## config.mk

```make
export PLATFORM = sky130hd
export DESIGN_NAME = burst_col_gen
export DESIGN_NICKNAME = d
export VERILOG_FILES = /design/src/rtl/bcg_pkg.sv /design/src/rtl/bcg_mode_reg.sv /design/src/rtl/bcg_check.sv /design/src/rtl/bcg_fsm.sv /design/src/rtl/bcg_addr.sv /design/src/rtl/burst_col_gen.sv
export SDC_FILE = /design/constraint.sdc
export NUM_CORES = 1
export LEC_CHECK = 0
export ABC_AREA = 1
export BUFFER_PORTS_ARGS = -buffer_cell sky130_fd_sc_hd__buf_4
export CAP_MARGIN = 20
export CORE_AREA = 2 2 61 63
export CTS_CLUSTER_DIAMETER = 150
export CTS_CLUSTER_SIZE = 30
export DETAILED_ROUTE_END_ITERATION = 12
export DIE_AREA = 0 0 63 65
export GPL_TIMING_DRIVEN = 0
export PLACE_DENSITY_LB_ADDON = 0.2
export RECOVER_POWER = 50
export SYNTH_ARGS = -nofsm -noshare
export SYNTH_HDL_FRONTEND = slang
export SYNTH_HIERARCHICAL = 1
export SYNTH_SLANG_ARGS = --single-unit
```

## constraint.sdc

```tcl
create_clock -name clk -period 3.9 [get_ports clk]
set_input_delay 0.585 -clock clk [delete_from_list [all_inputs] [get_ports clk]]
set_output_delay 0.585 -clock clk [all_outputs]
set_load 0.05 [all_outputs]
```

## src/rtl/bcg_pkg.sv

```systemverilog
package bcg_pkg;

    typedef enum logic [1:0] {
        BL_2    = 2'b00,
        BL_4    = 2'b01,
        BL_8    = 2'b10,
        BL_PAGE = 2'b11
    } blen_e;

    typedef enum logic {
        ORD_SEQ = 1'b0,
        ORD_ILV = 1'b1
    } border_e;

    typedef enum logic [1:0] {
        ST_IDLE   = 2'b00,
        ST_RUN    = 2'b01,
        ST_REJECT = 2'b10
    } bstate_e;

    typedef struct packed {
        blen_e   len;
        border_e ord;
    } bmode_t;

endpackage

```

## src/rtl/bcg_mode_reg.sv

```systemverilog
module bcg_mode_reg
    import bcg_pkg::*;
#(
    parameter int COL_W = 8
) (
    input  logic             clk,
    input  logic             rst_n,
    input  logic             wr,
    input  logic [1:0]       len_in,
    input  logic             ilv_in,
    output bmode_t           mode,
    output logic [COL_W-1:0] wrap_mask,
    output logic             page
);

    always_ff @(posedge clk or negedge rst_n) begin
        if (!rst_n) begin
            mode.len <= BL_2;
            mode.ord <= ORD_SEQ;
        end else if (wr) begin
            mode.len <= blen_e'(len_in);
            mode.ord <= border_e'(ilv_in);
        end
    end

    always_comb begin
        unique case (mode.len)
            BL_2:    wrap_mask = COL_W'(1);
            BL_4:    wrap_mask = COL_W'(3);
            BL_8:    wrap_mask = COL_W'(7);
            BL_PAGE: wrap_mask = '1;
        endcase
    end

    assign page = (mode.len == BL_PAGE);

    a_r2_mode_load: assert property (@(posedge clk) disable iff (!rst_n)
        wr |=> (mode.len == blen_e'($past(len_in)) && mode.ord == border_e'($past(ilv_in))));

endmodule

```

## src/rtl/bcg_check.sv

```systemverilog
module bcg_check
    import bcg_pkg::*;
(
    input  bmode_t mode,
    input  logic   start_lsb,
    output logic   legal
);

    logic page_sel;

    always_comb begin
        page_sel = (mode.len == BL_PAGE);
        legal    = !(page_sel && ((mode.ord == ORD_ILV) || start_lsb));
    end

endmodule

```

## src/rtl/bcg_fsm.sv

```systemverilog
module bcg_fsm
    import bcg_pkg::*;
#(
    parameter int COL_W = 8
) (
    input  logic             clk,
    input  logic             rst_n,
    input  logic             start,
    input  logic             term,
    input  logic [COL_W-1:0] start_col,
    input  logic             legal,
    input  logic [COL_W-1:0] mask_in,
    input  border_e          ord_in,
    input  logic             page_in,
    output logic             busy,
    output logic             reject,
    output logic             last,
    output logic [COL_W-1:0] base,
    output logic [COL_W-1:0] cnt,
    output logic [COL_W-1:0] mask,
    output border_e          ord
);

    bstate_e state, nxt;
    logic    page;

    // state register
    always_ff @(posedge clk or negedge rst_n) begin
        if (!rst_n) state <= ST_IDLE;
        else        state <= nxt;
    end

    // transitions
    always_comb begin
        nxt = state;
        unique case (state)
            ST_IDLE:   if (start) nxt = legal ? ST_RUN : ST_REJECT;
            ST_RUN:    if (last)  nxt = ST_IDLE;
            ST_REJECT: nxt = ST_IDLE;
            default:   nxt = ST_IDLE;
        endcase
    end

    // burst snapshot and beat counter
    always_ff @(posedge clk or negedge rst_n) begin
        if (!rst_n) begin
            base <= '0;
            cnt  <= '0;
            mask <= COL_W'(1);
            ord  <= ORD_SEQ;
            page <= 1'b0;
        end else if (state == ST_IDLE && start && legal) begin
            base <= start_col;
            cnt  <= '0;
            mask <= mask_in;
            ord  <= ord_in;
            page <= page_in;
        end else if (state == ST_RUN && !last) begin
            cnt <= cnt + COL_W'(1);
        end
    end

    // outputs
    always_comb begin
        busy   = (state == ST_RUN);
        reject = (state == ST_REJECT);
        last   = busy && ((cnt == mask) || (page && term));
    end

    a_r3_step: assert property (@(posedge clk) disable iff (!rst_n)
        (busy && !last) |=> (state == ST_RUN && cnt == $past(cnt) + COL_W'(1)));

    a_r10_end: assert property (@(posedge clk) disable iff (!rst_n)
        last |=> (state != ST_RUN));

    a_r6_bound: assert property (@(posedge clk) disable iff (!rst_n)
        busy |-> (cnt <= mask));

    a_r8_reject_pulse: assert property (@(posedge clk) disable iff (!rst_n)
        reject |=> (state == ST_IDLE));

endmodule

```

## src/rtl/bcg_addr.sv

```systemverilog
module bcg_addr
    import bcg_pkg::*;
#(
    parameter int COL_W = 8
) (
    input  logic [COL_W-1:0] base,
    input  logic [COL_W-1:0] cnt,
    input  logic [COL_W-1:0] mask,
    input  border_e          ord,
    output logic [COL_W-1:0] col
);

    logic [COL_W-1:0] low;

    always_comb begin
        low = (ord == ORD_ILV) ? (base ^ cnt) : (base + cnt);
        col = (base & ~mask) | (low & mask);
    end

endmodule

```

## src/rtl/burst_col_gen.sv

```systemverilog
module burst_col_gen
    import bcg_pkg::*;
#(
    parameter int COL_W = 8
) (
    input  logic             clk,
    input  logic             rst_n,
    input  logic             mode_wr,
    input  logic [1:0]       mode_len,
    input  logic             mode_ilv,
    input  logic             start,
    input  logic [COL_W-1:0] start_col,
    input  logic             term,
    output logic [COL_W-1:0] col_addr,
    output logic             col_valid,
    output logic             col_last,
    output logic             mode_err
);

    bmode_t           mode;
    logic [COL_W-1:0] wrap_mask;
    logic             page_sel;
    logic             legal;
    logic [COL_W-1:0] base, cnt, run_mask;
    border_e          run_ord;

    bcg_mode_reg #(.COL_W(COL_W)) u_mode (
        .clk(clk), .rst_n(rst_n), .wr(mode_wr), .len_in(mode_len),
        .ilv_in(mode_ilv), .mode(mode), .wrap_mask(wrap_mask), .page(page_sel)
    );

    bcg_check u_check (
        .mode(mode), .start_lsb(start_col[0]), .legal(legal)
    );

    bcg_fsm #(.COL_W(COL_W)) u_fsm (
        .clk(clk), .rst_n(rst_n), .start(start), .term(term),
        .start_col(start_col), .legal(legal), .mask_in(wrap_mask),
        .ord_in(mode.ord), .page_in(page_sel), .busy(col_valid),
        .reject(mode_err), .last(col_last), .base(base), .cnt(cnt),
        .mask(run_mask), .ord(run_ord)
    );

    bcg_addr #(.COL_W(COL_W)) u_addr (
        .base(base), .cnt(cnt), .mask(run_mask), .ord(run_ord), .col(col_addr)
    );

    a_r10_last_valid: assert property (@(posedge clk) disable iff (!rst_n)
        col_last |-> col_valid);

    a_r8_no_beat: assert property (@(posedge clk) disable iff (!rst_n)
        mode_err |-> !col_valid);

    a_r11_no_break: assert property (@(posedge clk) disable iff (!rst_n)
        (col_valid && !col_last) |=> col_valid);

    a_r4_high_hold: assert property (@(posedge clk) disable iff (!rst_n)
        (col_valid && !col_last) |=> ((col_addr & ~run_mask) == ($past(col_addr) & ~run_mask)));

endmodule

```

==> flow_summary.toml <==
[outcome]
status = "complete, but fails checks"
violations = "capacitance limit, slew limit"

[die]
initial_core_util_pct = 59.70
coreArea_um2 = 3496
die_y_um = 65
dieArea_um2 = 4095
rows = 22
die_x_um = 63
pin_count = 27

[sta]
clock.fmax_mhz = 355.7
finalHoldViolCount = 0
fin_crit_ns = 2.811
finClkSkew_ns = 0.006756
maxSlewViolCount = 32
maxSlewHeadroom_pct = -11.23
rsz0062_at_grt = "no"
setup_tns_ns = 0
period_share_pct = 72.09
setup_viol = 0
worst_pin_slew_ns = 1.668

[synth]
seq_area_frac_synth_pct = 37.23
syn_inst = 263
yosysWarnings = 6
syn_area_um2 = 2087
synth-seq-cells = 31
synthesis.nets = 288
avgSynthCellArea_um2 = 7.935
synth_cell_types = 32

[cts]
cts_hold_buf = 0
numCtsBuffers = 5
root_buffer = "clkbuf_4"
clock-sinks = 31
worstSkewPairLatency_ns = 0.33
clock_tree.buffer_depth = 2
post_cts_buffers = 0
cts-resized-gates = 0
cts_max_level = 2
cts_tree = "done"
clk_pin_slew_ns = 0.09

[route]
drt-vias-per-instance = 5.009
drt-wirelength-per-cell_um = 12.37
drt_iter0_markers = 63
ant_nets = 0
drc_errors = 0
dr_total_vias = 1728
wl_um = 4266
first_pass_iters = 4

[hold_path]
worstHoldStart = "mode_len[1]"
min_delay_path_depth = 3
hold_end = "u_mode/mode[2]"
holdCritPathClass = "in2reg"

[placement]
io_buffers = 26
place.gp.congestion = 0.8279
dp_cells = 337
dp_hpwl_um = 3160

[final_layout]
fill_cells = 322
layout_common_cells = "nand2_1, inv_1, buf_4, dfrtp_1, nand3_1"
final_common_cell = "nand2_1"
drive_above_1_share_pct = 21.55
fin_cells = 345
area_growth_pct = 14.99
n_antenna_cell = 0
final_nets = 321

[critical_path]
ff2ff_path_depth = 8
r2r-start = "u_mode/mode[2]"
critical_path_class = "reg2out"
cp_slowest_stage_delay_ns = 0.46
crit_required_ns = 3.31
reg2reg_setup_slack_ns = 2.27
worstPathMaxFanout = 6
rr_endpoint = "u_fsm/page"
critical_path.startpoint_type = "register"
worstPathArrival_ns = 2.23
slowest_stage = "dfrtp_1"
end_kind = "output port"
crit_path_cell_trace = "ha_1 > inv_1 > fa_1 > o21ai_2 > nand2_1 > xor2_1 > a21oi_1 > buf_4"

[global_route]
grtUsageTotal_pct = 23.93
grt_overflow_total = 0
grt_pass1_vias = 1680
antenna_found_initial = 0
grt_pass1_wl_um = 7472
grt_max_degree = 32

[power_and_ir_drop]
powerDensity_nw_per_um2 = 894.6
ir_worst_vdd_v = 0.0005224
cellLeakagePower_nw = 1.344

[run]
maxCapViolCount = 1
## power breakdown
group          internal, W  switching [W]  leakage (nW)  total (W)
sequential        0.000453       0.000152         0.381   0.000605
combinational     0.000510       0.000817         0.924    0.00133
clock             0.000106       0.000108        0.0386   0.000214
total              0.00107        0.00108          1.34    0.00215
## cells by family after synthesis
logic type,count (synthesis),synth area share (%)
fa+ha+maj,9,5.756
other cells,1,0.1797
simple gates,130,26.80
compound gates,19,5.636
buf+inv,49,10.67
flops,31,37.23
mux,14,9.532
xor+xnor,10,4.196
## worst max path at each step
stage | startpoint | end | slack [ns] | cells past startpoint
after floorplan | u_fsm/cnt[0] | col_addr[4] | 1.19 | 7
after global placement | u_fsm/cnt[0] | col_addr[4] | 1.46 | 8
after detailed placement | u_fsm/cnt[0] | col_addr[4] | 1.44 | 8
after CTS | u_fsm/cnt[0] | col_addr[4] | 1.06 | 8
after global routing | u_fsm/cnt[0] | col_addr[4] | 0.92 | 8
final | u_fsm/cnt[0] | col_addr[4] | 1.09 | 8
## per-layer routing
layer  part of all wire [%]  vias to the layer above  global-route usage (%)
li1                       -                      889                       -
met1                     46                      799                   30.87
met2                     48                       31                   39.36
met3                    3.8                        9                   5.729
met4                    2.0                        0                   8.333
met5                      0                        -                       0
## synthesized netlist by cell type
library cell / instances / share of area, %
nand2_1: 74 / 13
inv_1: 37 / 6.7
dfrtp_1: 30 / 36
nand3_1: 25 / 6.0
nor2_1: 21 / 3.8
a21oi_1: 12 / 2.9
mux2_4: 11 / 7.9
ha_1: 8 / 4.8
buf_4: 6 / 2.2
xnor2_1: 5 / 2.1
xor2_1: 5 / 2.1
mux2_2: 3 / 1.6
buf_6: 2 / 1.1
inv_2: 2 / 0.36
nand3b_1: 2 / 0.72
nor2_2: 2 / 0.60
o211ai_1: 2 / 0.72
o21ai_0: 2 / 0.48
a21oi_4: 1 / 0.78
buf_2: 1 / 0.24
clkbuf_1: 1 / 0.18
conb_1: 1 / 0.18
dfstp_2: 1 / 1.3
fa_1: 1 / 0.96
nand2_4: 1 / 0.54
nand3_2: 1 / 0.48
nand4_1: 1 / 0.30
nor2_4: 1 / 0.54
nor3_1: 1 / 0.24
o21ai_2: 1 / 0.42
o21bai_1: 1 / 0.36
or2_1: 1 / 0.30
## critical path, delay by kind of cell (launching register included)
| kind | cells | cell delay (ns) |
|---|---|---|
| adder cells (fa/ha/maj) | 2 | 0.62 |
| buffers and inverters | 2 | 0.28 |
| flip-flops | 1 | 0.46 |
| AND/OR/NAND/NOR | 1 | 0.08 |
| XOR/XNOR | 1 | 0.14 |
| AO/OA/AOI/OAI | 2 | 0.32 |
## state kept, by name, summed over array words and instances (netlist names)
register	flops
u_fsm/base	8
u_fsm/cnt	8
u_fsm/mask	8
u_fsm/ord	1
u_fsm/page	1
u_fsm/state	2
u_mode/mode	3
## layout make-up
cell class              count  area [µm²]  share of cell area (%)
clock buffers               8       68.82                   2.868
inverters                  39       146.4                   6.100
plain buffers              10       76.32                   3.180
flip-flops and latches     31       777.0                   32.38
repair buffers             26       191.4                   7.977
well taps                  48       60.06                   2.503
multi-input cells         183        1080                   44.99
## through the flow
step                power [W]  setup WS, ns  util (%)  instance area [µm²]  hold slack [ns]
global route         0.002326        0.9231     68.65                 2400           0.4377
global placement     0.001906         1.464     67.00                 2342           0.4830
CTS                  0.002161         1.062     68.97                 2411           0.1797
floorplan            0.001615         1.190         -                 2087           0.2894
finish               0.002147         1.089     68.65                 2400           0.4500
detailed placement   0.001940         1.439     67.00                 2342           0.4925
Power figures use the tool's default switching activity.
